$ cat config.mk
export PLATFORM = sky130hd
export DESIGN_NAME = fpu_const_push
export DESIGN_NICKNAME = d
export VERILOG_FILES = /design/src/rtl/fpu_cl_pkg.sv /design/src/rtl/fpu_cl_const_rom.sv /design/src/rtl/fpu_cl_round.sv /design/src/rtl/fpu_cl_regfile.sv /design/src/rtl/fpu_const_push.sv
export SDC_FILE = /design/constraint.sdc
export NUM_CORES = 1
export LEC_CHECK = 0
export ABC_AREA = 1
export BUFFER_PORTS_ARGS = -buffer_cell sky130_fd_sc_hd__buf_4
export CAP_MARGIN = 30
export CORE_MARGIN = 10
export CORE_UTILIZATION = 45
export CTS_BUF_LIST = sky130_fd_sc_hd__clkbuf_4
export DETAILED_ROUTE_END_ITERATION = 10
export HOLD_SLACK_MARGIN = 0.02
export SLEW_MARGIN = 30
export SYNTH_ARGS = -nofsm -noshare
export SYNTH_HDL_FRONTEND = slang
export SYNTH_SLANG_ARGS = --single-unit
export TNS_END_PERCENT = 1
$ cat constraint.sdc
create_clock -name clk -period 5.7 [get_ports clk]
set_input_delay 0.855 -clock clk [delete_from_list [all_inputs] [get_ports clk]]
set_output_delay 0.855 -clock clk [all_outputs]
set_load 0.02 [all_outputs]
$ cat src/rtl/fpu_cl_pkg.sv
package fpu_cl_pkg;
  localparam int SIG_W    = 64;
  localparam int GRD_W    = 2;
  localparam int EXP_W    = 15;
  localparam int WORD_W   = 1 + EXP_W + SIG_W;
  localparam int EXT_W    = SIG_W + GRD_W;
  localparam int EXP_BIAS = 16383;

  typedef enum logic [1:0] {
    TAG_VALID   = 2'b00,
    TAG_ZERO    = 2'b01,
    TAG_SPECIAL = 2'b10,
    TAG_EMPTY   = 2'b11
  } tag_e;

  typedef enum logic [1:0] {
    RND_NEAR = 2'b00,
    RND_DOWN = 2'b01,
    RND_UP   = 2'b10,
    RND_TRNC = 2'b11
  } rnd_e;

  // quiet NaN indefinite: sign set, exponent all ones, top two significand bits set
  localparam logic [WORD_W-1:0] QNAN_IND =
    {1'b1, {EXP_W{1'b1}}, 2'b11, {(SIG_W-2){1'b0}}};
endpackage

$ cat src/rtl/fpu_cl_const_rom.sv
module fpu_cl_const_rom
  import fpu_cl_pkg::*;
(
  input  logic [7:0]       sel,
  output logic             hit,
  output logic             is_zero,
  output logic [EXT_W-1:0] sig_ext,
  output logic [EXP_W-1:0] exp_b
);
  // significands truncated from the exact values, two extra bits kept
  always_comb begin
    hit     = 1'b1;
    is_zero = 1'b0;
    sig_ext = '0;
    exp_b   = '0;
    unique case (sel)
      8'hE8: begin sig_ext = {64'h8000000000000000, 2'b00}; exp_b = EXP_W'(EXP_BIAS);     end
      8'hE9: begin sig_ext = {64'hD49A784BCD1B8AFE, 2'b01}; exp_b = EXP_W'(EXP_BIAS + 1); end
      8'hEA: begin sig_ext = {64'hB8AA3B295C17F0BB, 2'b10}; exp_b = EXP_W'(EXP_BIAS);     end
      8'hEB: begin sig_ext = {64'hC90FDAA22168C234, 2'b11}; exp_b = EXP_W'(EXP_BIAS + 1); end
      8'hEC: begin sig_ext = {64'h9A209A84FBCFF798, 2'b10}; exp_b = EXP_W'(EXP_BIAS - 2); end
      8'hED: begin sig_ext = {64'hB17217F7D1CF79AB, 2'b11}; exp_b = EXP_W'(EXP_BIAS - 1); end
      8'hEE: begin is_zero = 1'b1; end
      default: hit = 1'b0;
    endcase
  end
endmodule

$ cat src/rtl/fpu_cl_round.sv
module fpu_cl_round
  import fpu_cl_pkg::*;
(
  input  logic [EXT_W-1:0]  sig_ext,
  input  logic [EXP_W-1:0]  exp_in,
  input  logic [1:0]        mode,
  output logic [WORD_W-1:0] word
);
  logic [GRD_W-1:0] grd;
  logic             bump;
  logic [SIG_W:0]   sum;
  logic [SIG_W-1:0] sig_r;
  logic [EXP_W-1:0] exp_r;

  assign grd = sig_ext[GRD_W-1:0];

  // every stored constant is either exact (extra bits zero) or irrational,
  // so the discarded tail is nonzero and the top extra bit alone decides nearest
  always_comb begin
    unique case (rnd_e'(mode))
      RND_NEAR: bump = grd[GRD_W-1];
      RND_UP:   bump = |grd;
      default:  bump = 1'b0;
    endcase
  end

  assign sum = {1'b0, sig_ext[EXT_W-1:GRD_W]} + (SIG_W+1)'(bump);

  always_comb begin
    if (sum[SIG_W]) begin
      sig_r = {1'b1, {(SIG_W-1){1'b0}}};
      exp_r = exp_in + EXP_W'(1);
    end else begin
      sig_r = sum[SIG_W-1:0];
      exp_r = exp_in;
    end
  end

  assign word = {1'b0, exp_r, sig_r};
endmodule

$ cat src/rtl/fpu_cl_regfile.sv
module fpu_cl_regfile
  import fpu_cl_pkg::*;
#(
  parameter int DEPTH = 8,
  localparam int AW   = $clog2(DEPTH)
) (
  input  logic              clk,
  input  logic              rst,
  input  logic              we,
  input  logic [AW-1:0]     waddr,
  input  logic [WORD_W-1:0] wdata,
  input  logic [1:0]        wtag,
  input  logic [AW-1:0]     paddr,
  output logic [1:0]        ptag,
  input  logic [AW-1:0]     raddr,
  output logic [WORD_W-1:0] rdata,
  output logic [1:0]        rtag
);
  logic [WORD_W-1:0] mem [DEPTH];
  logic [1:0]        tag_q [DEPTH];

  // data array: one write port, one registered read port, no reset
  always_ff @(posedge clk) begin
    if (we) mem[waddr] <= wdata;
  end

  always_ff @(posedge clk) begin
    rdata <= mem[raddr];
  end

  // tags live in flops so the overflow probe can be combinational
  always_ff @(posedge clk) begin
    if (rst) begin
      for (int i = 0; i < DEPTH; i++) tag_q[i] <= TAG_EMPTY;
    end else if (we) begin
      tag_q[waddr] <= wtag;
    end
  end

  always_ff @(posedge clk) begin
    if (rst) rtag <= TAG_EMPTY;
    else     rtag <= tag_q[raddr];
  end

  assign ptag = tag_q[paddr];
endmodule

$ cat src/rtl/fpu_const_push.sv
module fpu_const_push
  import fpu_cl_pkg::*;
#(
  parameter int DEPTH = 8,
  localparam int AW   = $clog2(DEPTH)
) (
  input  logic              clk,
  input  logic              rst,
  input  logic              start,
  input  logic [7:0]        op_code,
  input  logic [1:0]        rnd_mode,
  input  logic [AW-1:0]     rd_slot,
  output logic              done,
  output logic [AW-1:0]     top_ptr,
  output logic              cc_c1,
  output logic              stack_fault,
  output logic [WORD_W-1:0] rd_value,
  output logic [1:0]        rd_tag
);
  logic             hit, is_zero;
  logic [EXT_W-1:0] sig_ext;
  logic [EXP_W-1:0] exp_b;
  logic [WORD_W-1:0] rounded, wr_word;
  logic [AW-1:0]    top_q, new_top, rd_addr;
  logic [1:0]       probe_tag, wr_tag;
  logic             accept, full;
  logic             c1_q, fault_q, done_q;

  fpu_cl_const_rom u_rom (
    .sel     (op_code),
    .hit     (hit),
    .is_zero (is_zero),
    .sig_ext (sig_ext),
    .exp_b   (exp_b)
  );

  fpu_cl_round u_rnd (
    .sig_ext (sig_ext),
    .exp_in  (exp_b),
    .mode    (rnd_mode),
    .word    (rounded)
  );

  assign accept  = start && hit;
  assign new_top = top_q - AW'(1);
  assign full    = (probe_tag != TAG_EMPTY);
  assign rd_addr = top_q + rd_slot;

  always_comb begin
    if (full) begin
      wr_word = QNAN_IND;
      wr_tag  = TAG_SPECIAL;
    end else if (is_zero) begin
      wr_word = '0;
      wr_tag  = TAG_ZERO;
    end else begin
      wr_word = rounded;
      wr_tag  = TAG_VALID;
    end
  end

  fpu_cl_regfile #(.DEPTH(DEPTH)) u_rf (
    .clk   (clk),
    .rst   (rst),
    .we    (accept),
    .waddr (new_top),
    .wdata (wr_word),
    .wtag  (wr_tag),
    .paddr (new_top),
    .ptag  (probe_tag),
    .raddr (rd_addr),
    .rdata (rd_value),
    .rtag  (rd_tag)
  );

  always_ff @(posedge clk) begin
    if (rst) begin
      top_q   <= '0;
      c1_q    <= 1'b0;
      fault_q <= 1'b0;
      done_q  <= 1'b0;
    end else begin
      done_q <= accept;
      if (accept) begin
        top_q   <= new_top;
        c1_q    <= full;
        fault_q <= fault_q | full;
      end
    end
  end

  assign top_ptr     = top_q;
  assign cc_c1       = c1_q;
  assign stack_fault = fault_q;
  assign done        = done_q;
endmodule

==> flow_summary.json, run 1 <==
{
  "outcome": "finished, final reports clean",
  "overall_power_after_layout_mw": 10.3,
  "setup-violations-final": 0,
  "maxCapViolCount": 0,
  "reg2reg_to": "u_rf.mem[6][48]$_DFFE_PP_",
  "wire_per_inst_um": 20.3,
  "total_leakage_power_nw": 11.2,
  "critPathArrivalTime_ns": 4.48,
  "worst_ir_drop_vdd_uv": 205,
  "insertion_delay_ns": 0.99,
  "setup_tns_ns": 0,
  "antenna_found_initial": 3,
  "hold_slack_ns": 0.325,
  "final_layout_size_suffix_gt1_frac": 0.187,
  "finalClockSkew_ns": 0.0592,
  "seq_area_frac_synth": 0.756,
  "basic_gate_share_of_the_synthesized_area_counting_and_or_nand_and_nor_cells": 0.111,
  "detail_route.wirelength_mm": 62.8,
  "final_nets": 2226,
  "post_synth_xor_area_fraction": 0.000683,
  "first_global_vias": 16800,
  "timing.final.ws_setup_ns": 1.93,
  "number_of_iterations_in_the_first_detailed_routing_pass": 6,
  "port_buffers": 103,
  "most-common-layout-cells": "592 x sky130_fd_sc_hd__edfxtp_1, 343 x sky130_fd_sc_hd__nor2_1, 303 x sky130_fd_sc_hd__nand2_1, 302 x sky130_fd_sc_hd__o21ai_0, 253 x sky130_fd_sc_hd__clkbuf_4",
  "hold_violations": 0,
  "vias_per_cell": 5.38,
  "timing.slew.headroom": 0.318,
  "mux_share_of_post_synthesis_cell_area": 0,
  "r2r_cells": 13,
  "grt_remaining_overflow": 0,
  "final_util": 0.522,
  "ff2ff_setup_slack_ns": 1.93,
  "ys.flop_type": "sky130_fd_sc_hd__edfxtp_1",
  "synth_top_family_by_area": "simple AND/OR/NAND/NOR gates",
  "synth_nets": 2066,
  "chipWidth_um": 259,
  "post_synthesis_cell_count": 2045,
  "critical_path_required_ns": 6.40,
  "die_area_um2": 66900,
  "cts_inserted_buffers": 168,
  "timing.setup.critical_path_class": "reg -> reg",
  "placementRows": 87,
  "number_of_clock_sinks_seen_by_cts": 672,
  "tightest_hold_check_type": "in -> reg",
  "synthesis.area_per_instance_um2": 12.5,
  "antenna_nets_post_route": 0,
  "synthAdderAreaFrac": 0.00273,
  "dieHeight_um": 259,
  "crit_path_end_kind": "register",
  "number_of_enable_type_register_cells_in_the_synthesized_netlist": 592,
  "compound_gate_fraction_of_synth_area": 0.100,
  "instances_no_fill": 3098,
  "clock_tree_from_tritoncts": "yes",
  "dp_hpwl_mm": 32.1,
  "postSynthRegisterBits": 672,
  "cts.htree.levels": 4,
  "layout_worst_path_cycle_share": 0.662,
  "netlist_area_um2": 25600,
  "fmax_ghz": 0.265,
  "timing_worst_slew_pin_value_ns": 1.02,
  "synth-warning-count": 0,
  "path_clk_slew_ns": 0.07,
  "clockRootBuffer": "sky130_fd_sc_hd__clkbuf_4",
  "grt_pass1_wl_mm": 96.1,
  "launching_element_of_the_worst_setup_path": "top_ptr[0]$_SDFFE_PP0P_",
  "netlist-cell-type-count": 33,
  "r2r_start": "top_ptr[0]$_SDFFE_PP0P_",
  "critPathLaunchType": "register",
  "rsz0062_at_grt": "no",
  "initial_utilization": 0.455,
  "drc_errors": 0,
  "dpl-instance-area_um2": 27200,
  "top_level_ports": 104,
  "1st_iter_drt_viols": 1378,
  "clock_path_buffers": 3,
  "dp_worst_setup_slack_ns": 1.39,
  "post-route-cell-area_um2": 29500,
  "critical_path_destination": "u_rf.mem[6][48]$_DFFE_PP_",
  "critical_path_peak_fanout": 43,
  "finalWeightedCongestion": 0.781,
  "async_flop_share": 0,
  "placedCellCount": 2789,
  "maximum_number_of_pins_on_one_net_before_global_route_repair": 169,
  "power.density_cell_area_nw_per_um2": 350,
  "most_common_cell_after_layout_fill_and_taps_aside": "sky130_fd_sc_hd__edfxtp_1",
  "final_max_slew_violation_count": 0,
  "grt_usage": 0.186,
  "timing.final.crit_period_ns": 3.77,
  "post_cts.repair.setup_buffers": 0,
  "core_area_um2": 56400,
  "number_of_vias_in_the_routed_layout": 16700,
  "area_growth_pct": 14.8
}
[how the worst min path moves through the flow]
stage,from,endpoint,slack (ns),depth (start not counted)
2_1_floorplan,stack_fault$_SDFFE_PP0P_,stack_fault$_SDFFE_PP0P_,0.52,2
3_3_place_gp,stack_fault$_SDFFE_PP0P_,stack_fault$_SDFFE_PP0P_,0.44,2
3_5_place_dp,stack_fault$_SDFFE_PP0P_,stack_fault$_SDFFE_PP0P_,0.44,2
4_1_cts,start,top_ptr[2]$_SDFFE_PP0P_,0.22,5
5_1_grt,start,top_ptr[2]$_SDFFE_PP0P_,0.28,5
6_report,start,top_ptr[2]$_SDFFE_PP0P_,0.33,5
[final cells by class]
class,count,area (µm²)
clock buffer,253,1900
clock inverter,52,344
inverter,37,151
antenna,2,5.00
fill,4965,26900
sequential,672,19400
multi-input combinational,1198,5590
timing repair buffer,128,1130
tap,756,946
[kinds of logic after synthesis]
family | Yosys count
adders and majority gates | 5
DFF | 672
xor gates and xnor gates | 2
and+or+nand+nor | 713
AOI/OAI and AO/OA | 478
buffers and inverters | 175
[layer usage]
metal / routed length (µm) / track usage / share of wire
met2: 30900 / 0.307 / 0.49
met1: 26300 / 0.232 / 0.42
met4: 1340 / 0.0727 / 0.021
met3: 4150 / 0.0473 / 0.066
met5: 16 / 0 / 0.00025
[report_power, final]
part | switching, mW | internal, mW | total [mW] | leakage, nW
logic | 0.528 | 0.240 | 0.768 | 2.97
registers | 0.0219 | 5.38 | 5.40 | 6.91
clock network | 1.90 | 2.26 | 4.15 | 1.34
total | 2.44 | 7.88 | 10.3 | 11.2
[Yosys cell counts (3+ instances only)]
cell | instances | area share
sky130_fd_sc_hd__dfxtp_1 | 80 | 0.062
sky130_fd_sc_hd__buf_4 | 9 | 0.0026
sky130_fd_sc_hd__a21oi_1 | 28 | 0.0055
sky130_fd_sc_hd__nor2_1 | 351 | 0.051
sky130_fd_sc_hd__nand2_2 | 3 | 0.00073
sky130_fd_sc_hd__o22ai_1 | 146 | 0.036
sky130_fd_sc_hd__nand3_1 | 32 | 0.0062
sky130_fd_sc_hd__o21ai_0 | 302 | 0.059
sky130_fd_sc_hd__inv_2 | 4 | 0.00059
sky130_fd_sc_hd__nor3_1 | 3 | 0.00059
sky130_fd_sc_hd__buf_2 | 30 | 0.0059
sky130_fd_sc_hd__inv_1 | 32 | 0.0047
sky130_fd_sc_hd__clkbuf_1 | 93 | 0.014
sky130_fd_sc_hd__nor2_4 | 10 | 0.0044
sky130_fd_sc_hd__nand2_1 | 304 | 0.044
sky130_fd_sc_hd__edfxtp_1 | 592 | 0.69
sky130_fd_sc_hd__buf_1 | 3 | 0.00044
sky130_fd_sc_hd__ha_1 | 4 | 0.0020
[flip-flops by register name, summed over array words and instances, names as in the netlist]
register and flops:
cc_c1 1, done 1, stack_fault 1, top_ptr 3, u_rf.mem 576, u_rf.rdata 72, u_rf.rtag 2, u_rf.tag_q 16
[critical path, stage by stage, from the launching register on]
cell and delay [ns]:
sky130_fd_sc_hd__dfxtp_1 0.30, sky130_fd_sc_hd__buf_4 0.20, sky130_fd_sc_hd__inv_2 0.14, sky130_fd_sc_hd__ha_1 0.43, sky130_fd_sc_hd__inv_2 0.16, sky130_fd_sc_hd__nand2_1 0.07
sky130_fd_sc_hd__nand2_1 0.05, sky130_fd_sc_hd__nand2_1 0.05, sky130_fd_sc_hd__nand2_2 0.08, sky130_fd_sc_hd__nand2_4 0.31, sky130_fd_sc_hd__inv_4 0.34, sky130_fd_sc_hd__nand2_2 0.49
sky130_fd_sc_hd__buf_4 0.41, sky130_fd_sc_hd__nor2_1 0.40
[what timing repair did]
item / CTS / global route
setup endpoints to repair: 0 / 0
hold buffers: 1 / 0
hold endpoints to repair: 3 / 0
resized for setup: 0 / 0
(Power assumes the default switching activity.)
==> inputs of run 2 (changes only) <==
ABC_AREA = 0   (was 1)
clock period = 3.2 ns   (was 5.7 ns; I/O delays follow)
==> flow_summary.json, run 2 <==
{
  "largest_reg_flops": 576,
  "timing.final.crit_period_ns": 3.00,
  "timing.critical_path.buf_inv": 3,
  "core_area_um2": 55200,
  "antenna_nets_post_route": 0,
  "instances_no_fill": 2346,
  "multi_input_logic_area_um2": 5470,
  "outcome": "finished, final reports clean",
  "netlist-cell-type-count": 46,
  "finalWeightedCongestion": 0.786,
  "maxCapViolCount": 0,
  "synthAdderAreaFrac": 0.00279,
  "hold_slack_ns": 0.151,
  "setup-violations-final": 0,
  "final_util": 0.545,
  "initial_utilization": 0.455,
  "detail_route.wirelength_mm": 55.2,
  "power.density_cell_area_nw_per_um2": 610,
  "largest_register": "u_rf.mem",
  "hold_violations": 0,
  "crit_path_top_delay_cell": "sky130_fd_sc_hd__nor3_1",
  "worst_path_largest_cell_delay_ns": 0.77,
  "final.fill_count": 4344,
  "ys.flop_type": "sky130_fd_sc_hd__edfxtp_1",
  "mux_share_of_post_synthesis_cell_area": 0.170,
  "critPathArrivalTime_ns": 3.62,
  "area_growth_pct": 19.7,
  "timing_worst_slew_pin_value_ns": 0.948,
  "port_buffers": 103,
  "1st_iter_drt_viols": 836,
  "top_post_synthesis_cells_by_area": "sky130_fd_sc_hd__edfxtp_1 71%, sky130_fd_sc_hd__mux4_2 14%, sky130_fd_sc_hd__dfxtp_1 6.4%",
  "synth_nets": 1180,
  "critPathLaunchType": "register",
  "placementRows": 86,
  "cts.htree.levels": 4,
  "final_nets": 1479,
  "final_max_slew_violation_count": 0,
  "fmax_ghz": 0.333,
  "die_area_um2": 65600,
  "placedCellCount": 2029,
  "tightest_hold_check_type": "in -> reg",
  "critical-path-top-delay-family": "simple AND/OR/NAND/NOR gates",
  "timing.slew.headroom": 0.363,
  "final_layout_size_suffix_gt1_frac": 0.459,
  "critical_path_peak_fanout": 10,
  "insertion_delay_ns": 0.97,
  "grt_usage": 0.171,
  "dieHeight_um": 256,
  "chipWidth_um": 256,
  "post_cts.repair.setup_buffers": 0,
  "grt_pass1_wl_mm": 83.3,
  "cts_inserted_buffers": 168,
  "clock_path_buffers": 3,
  "drc_errors": 0,
  "number_of_iterations_in_the_first_detailed_routing_pass": 5,
  "top_level_ports": 104,
  "worst_ir_drop_vdd_uv": 274,
  "seq_area_frac_synth": 0.772,
  "synth_largest_area_cell": "sky130_fd_sc_hd__edfxtp_1",
  "clockRootBuffer": "sky130_fd_sc_hd__clkbuf_4",
  "finalClockSkew_ns": 0.0352,
  "crit_path_end_kind": "register",
  "async_flop_share": 0,
  "netlist_area_um2": 25100,
  "number_of_clock_sinks_seen_by_cts": 672,
  "total_leakage_power_nw": 10.2,
  "number_of_enable_type_register_cells_in_the_synthesized_netlist": 592,
  "antenna_found_initial": 2,
  "reg.largest.list": "u_rf.mem x576, u_rf.rdata x72, u_rf.tag_q x16",
  "post_synthesis_cell_count": 1159,
  "critical_path_required_ns": 3.81,
  "most-common-layout-cells": "592 x sky130_fd_sc_hd__edfxtp_1, 265 x sky130_fd_sc_hd__clkbuf_4, 163 x sky130_fd_sc_hd__buf_4, 152 x sky130_fd_sc_hd__mux4_2, 79 x sky130_fd_sc_hd__dfxtp_1",
  "compound_gate_fraction_of_synth_area": 0.00917,
  "maximum_number_of_pins_on_one_net_before_global_route_repair": 61,
  "first_global_vias": 13600,
  "rsz0062_at_grt": "no",
  "postSynthRegisterBits": 672,
  "grt_remaining_overflow": 0,
  "synth_top_cell_area_share": 0.708,
  "number_of_vias_in_the_routed_layout": 12500,
  "dp_hpwl_mm": 31.8,
  "wire_per_inst_um": 23.5,
  "post_synth_xor_area_fraction": 0.00379,
  "synthMostInstantiatedCell": "sky130_fd_sc_hd__edfxtp_1",
  "path_clk_slew_ns": 0.06,
  "synth-warning-count": 0,
  "clock_tree_from_tritoncts": "yes",
  "timing.setup.critical_path_class": "reg -> reg",
  "netlist_top_cells_count": "592 x sky130_fd_sc_hd__edfxtp_1, 152 x sky130_fd_sc_hd__mux4_2, 80 x sky130_fd_sc_hd__dfxtp_1",
  "basic_gate_share_of_the_synthesized_area_counting_and_or_nand_and_nor_cells": 0.0265,
  "synthesis.area_per_instance_um2": 21.7,
  "cp_common_cell": "sky130_fd_sc_hd__buf_4",
  "seq_area_um2": 19400,
  "critical_path.cell_chain": "inv_1 > ha_1 > and2_1 > mux4_2 > buf_4 > o211ai_4 > buf_4 > nor3_1",
  "vias_per_cell": 5.31,
  "synth_top_family_by_area": "multiplexers",
  "layout_worst_path_cycle_share": 0.938,
  "most_common_cell_after_layout_fill_and_taps_aside": "sky130_fd_sc_hd__edfxtp_1"
}
[run 2: cells by family (layout without fill, tap and decap cells)]
logic type / after synthesis / count (layout)
xor gates and xnor gates: 10 / 10
muxes: 227 / 227
DFF: 672 / 672
and+or+nand+nor: 124 / 124
buffers and inverters: 83 / 516
adders and majority gates: 5 / 5
other: 0 / 6
AOI/OAI and AO/OA: 38 / 38
[run 2: final timing paths]
path,startpoint,endpoint,slack [ns],cells after the start
min,op_code[0],u_rf.mem[5][57]$_DFFE_PP_,0.15,3
max,top_ptr[0]$_SDFFE_PP0P_,u_rf.mem[1][35]$_DFFE_PP_,0.20,8
min reg2reg,stack_fault$_SDFFE_PP0P_,stack_fault$_SDFFE_PP0P_,0.50,1
max reg2reg,top_ptr[0]$_SDFFE_PP0P_,u_rf.mem[1][35]$_DFFE_PP_,0.20,8
[run 2: final cells by class]
| cell class | instances | share of cell area |
|---|---|---|
| inverters | 11 | 0.00158 |
| clock inverters | 39 | 0.0103 |
| well taps | 748 | 0.0311 |
| flip-flops and latches | 672 | 0.645 |
| clock buffers | 265 | 0.0662 |
| repair buffers | 201 | 0.0635 |
| multi-input cells | 404 | 0.182 |
| diodes | 6 | 0.000499 |
[run 2: worst reg2reg max path, stage by stage, from the launching register on]
cell	delay, ns
sky130_fd_sc_hd__dfxtp_4	0.33
sky130_fd_sc_hd__inv_1	0.05
sky130_fd_sc_hd__ha_1	0.49
sky130_fd_sc_hd__and2_1	0.19
sky130_fd_sc_hd__mux4_2	0.27
sky130_fd_sc_hd__buf_4	0.13
sky130_fd_sc_hd__o211ai_4	0.17
sky130_fd_sc_hd__buf_4	0.25
sky130_fd_sc_hd__nor3_1	0.77
[run 2: per-stage QoR]
stage | instance area, µm² | setup slack (ns) | TNS, ns | power [mW]
after CTS | 30000 | 0.161 | 0 | 18.6
final | 30100 | 0.197 | 0 | 18.3
after floorplan | 25200 | -1.10 | -247.62 | 10.5
after global placement | 27600 | 0.168 | 0 | 11.0
after global routing | 30100 | 0.110 | 0 | 19.1
after detailed placement | 27600 | -0.0259 | -0.206 | 11.0
[run 2: routing by layer]
| metal | track usage | routed length, µm | vias to the layer above |
|---|---|---|---|
| li1 | - | - | 5478 |
| met1 | 0.206 | 22600 | 6505 |
| met2 | 0.285 | 28000 | 380 |
| met3 | 0.0455 | 3220 | 98 |
| met4 | 0.0774 | 1370 | 0 |
| met5 | 0 | 0 | - |
[run 2: power breakdown]
part | total [mW] | switching, mW | leakage, nW | internal, mW
sequential | 9.62 | 0.0576 | 6.10 | 9.56
combinational | 1.17 | 0.603 | 2.76 | 0.563
clock | 7.54 | 3.32 | 1.36 | 4.23
[run 2: timing repair]
item                                    CTS  global route
endpoints found under the hold margin    50             0
endpoints found under the setup margin    0             0
gates resized for setup                   0             0
hold buffers                              6             0
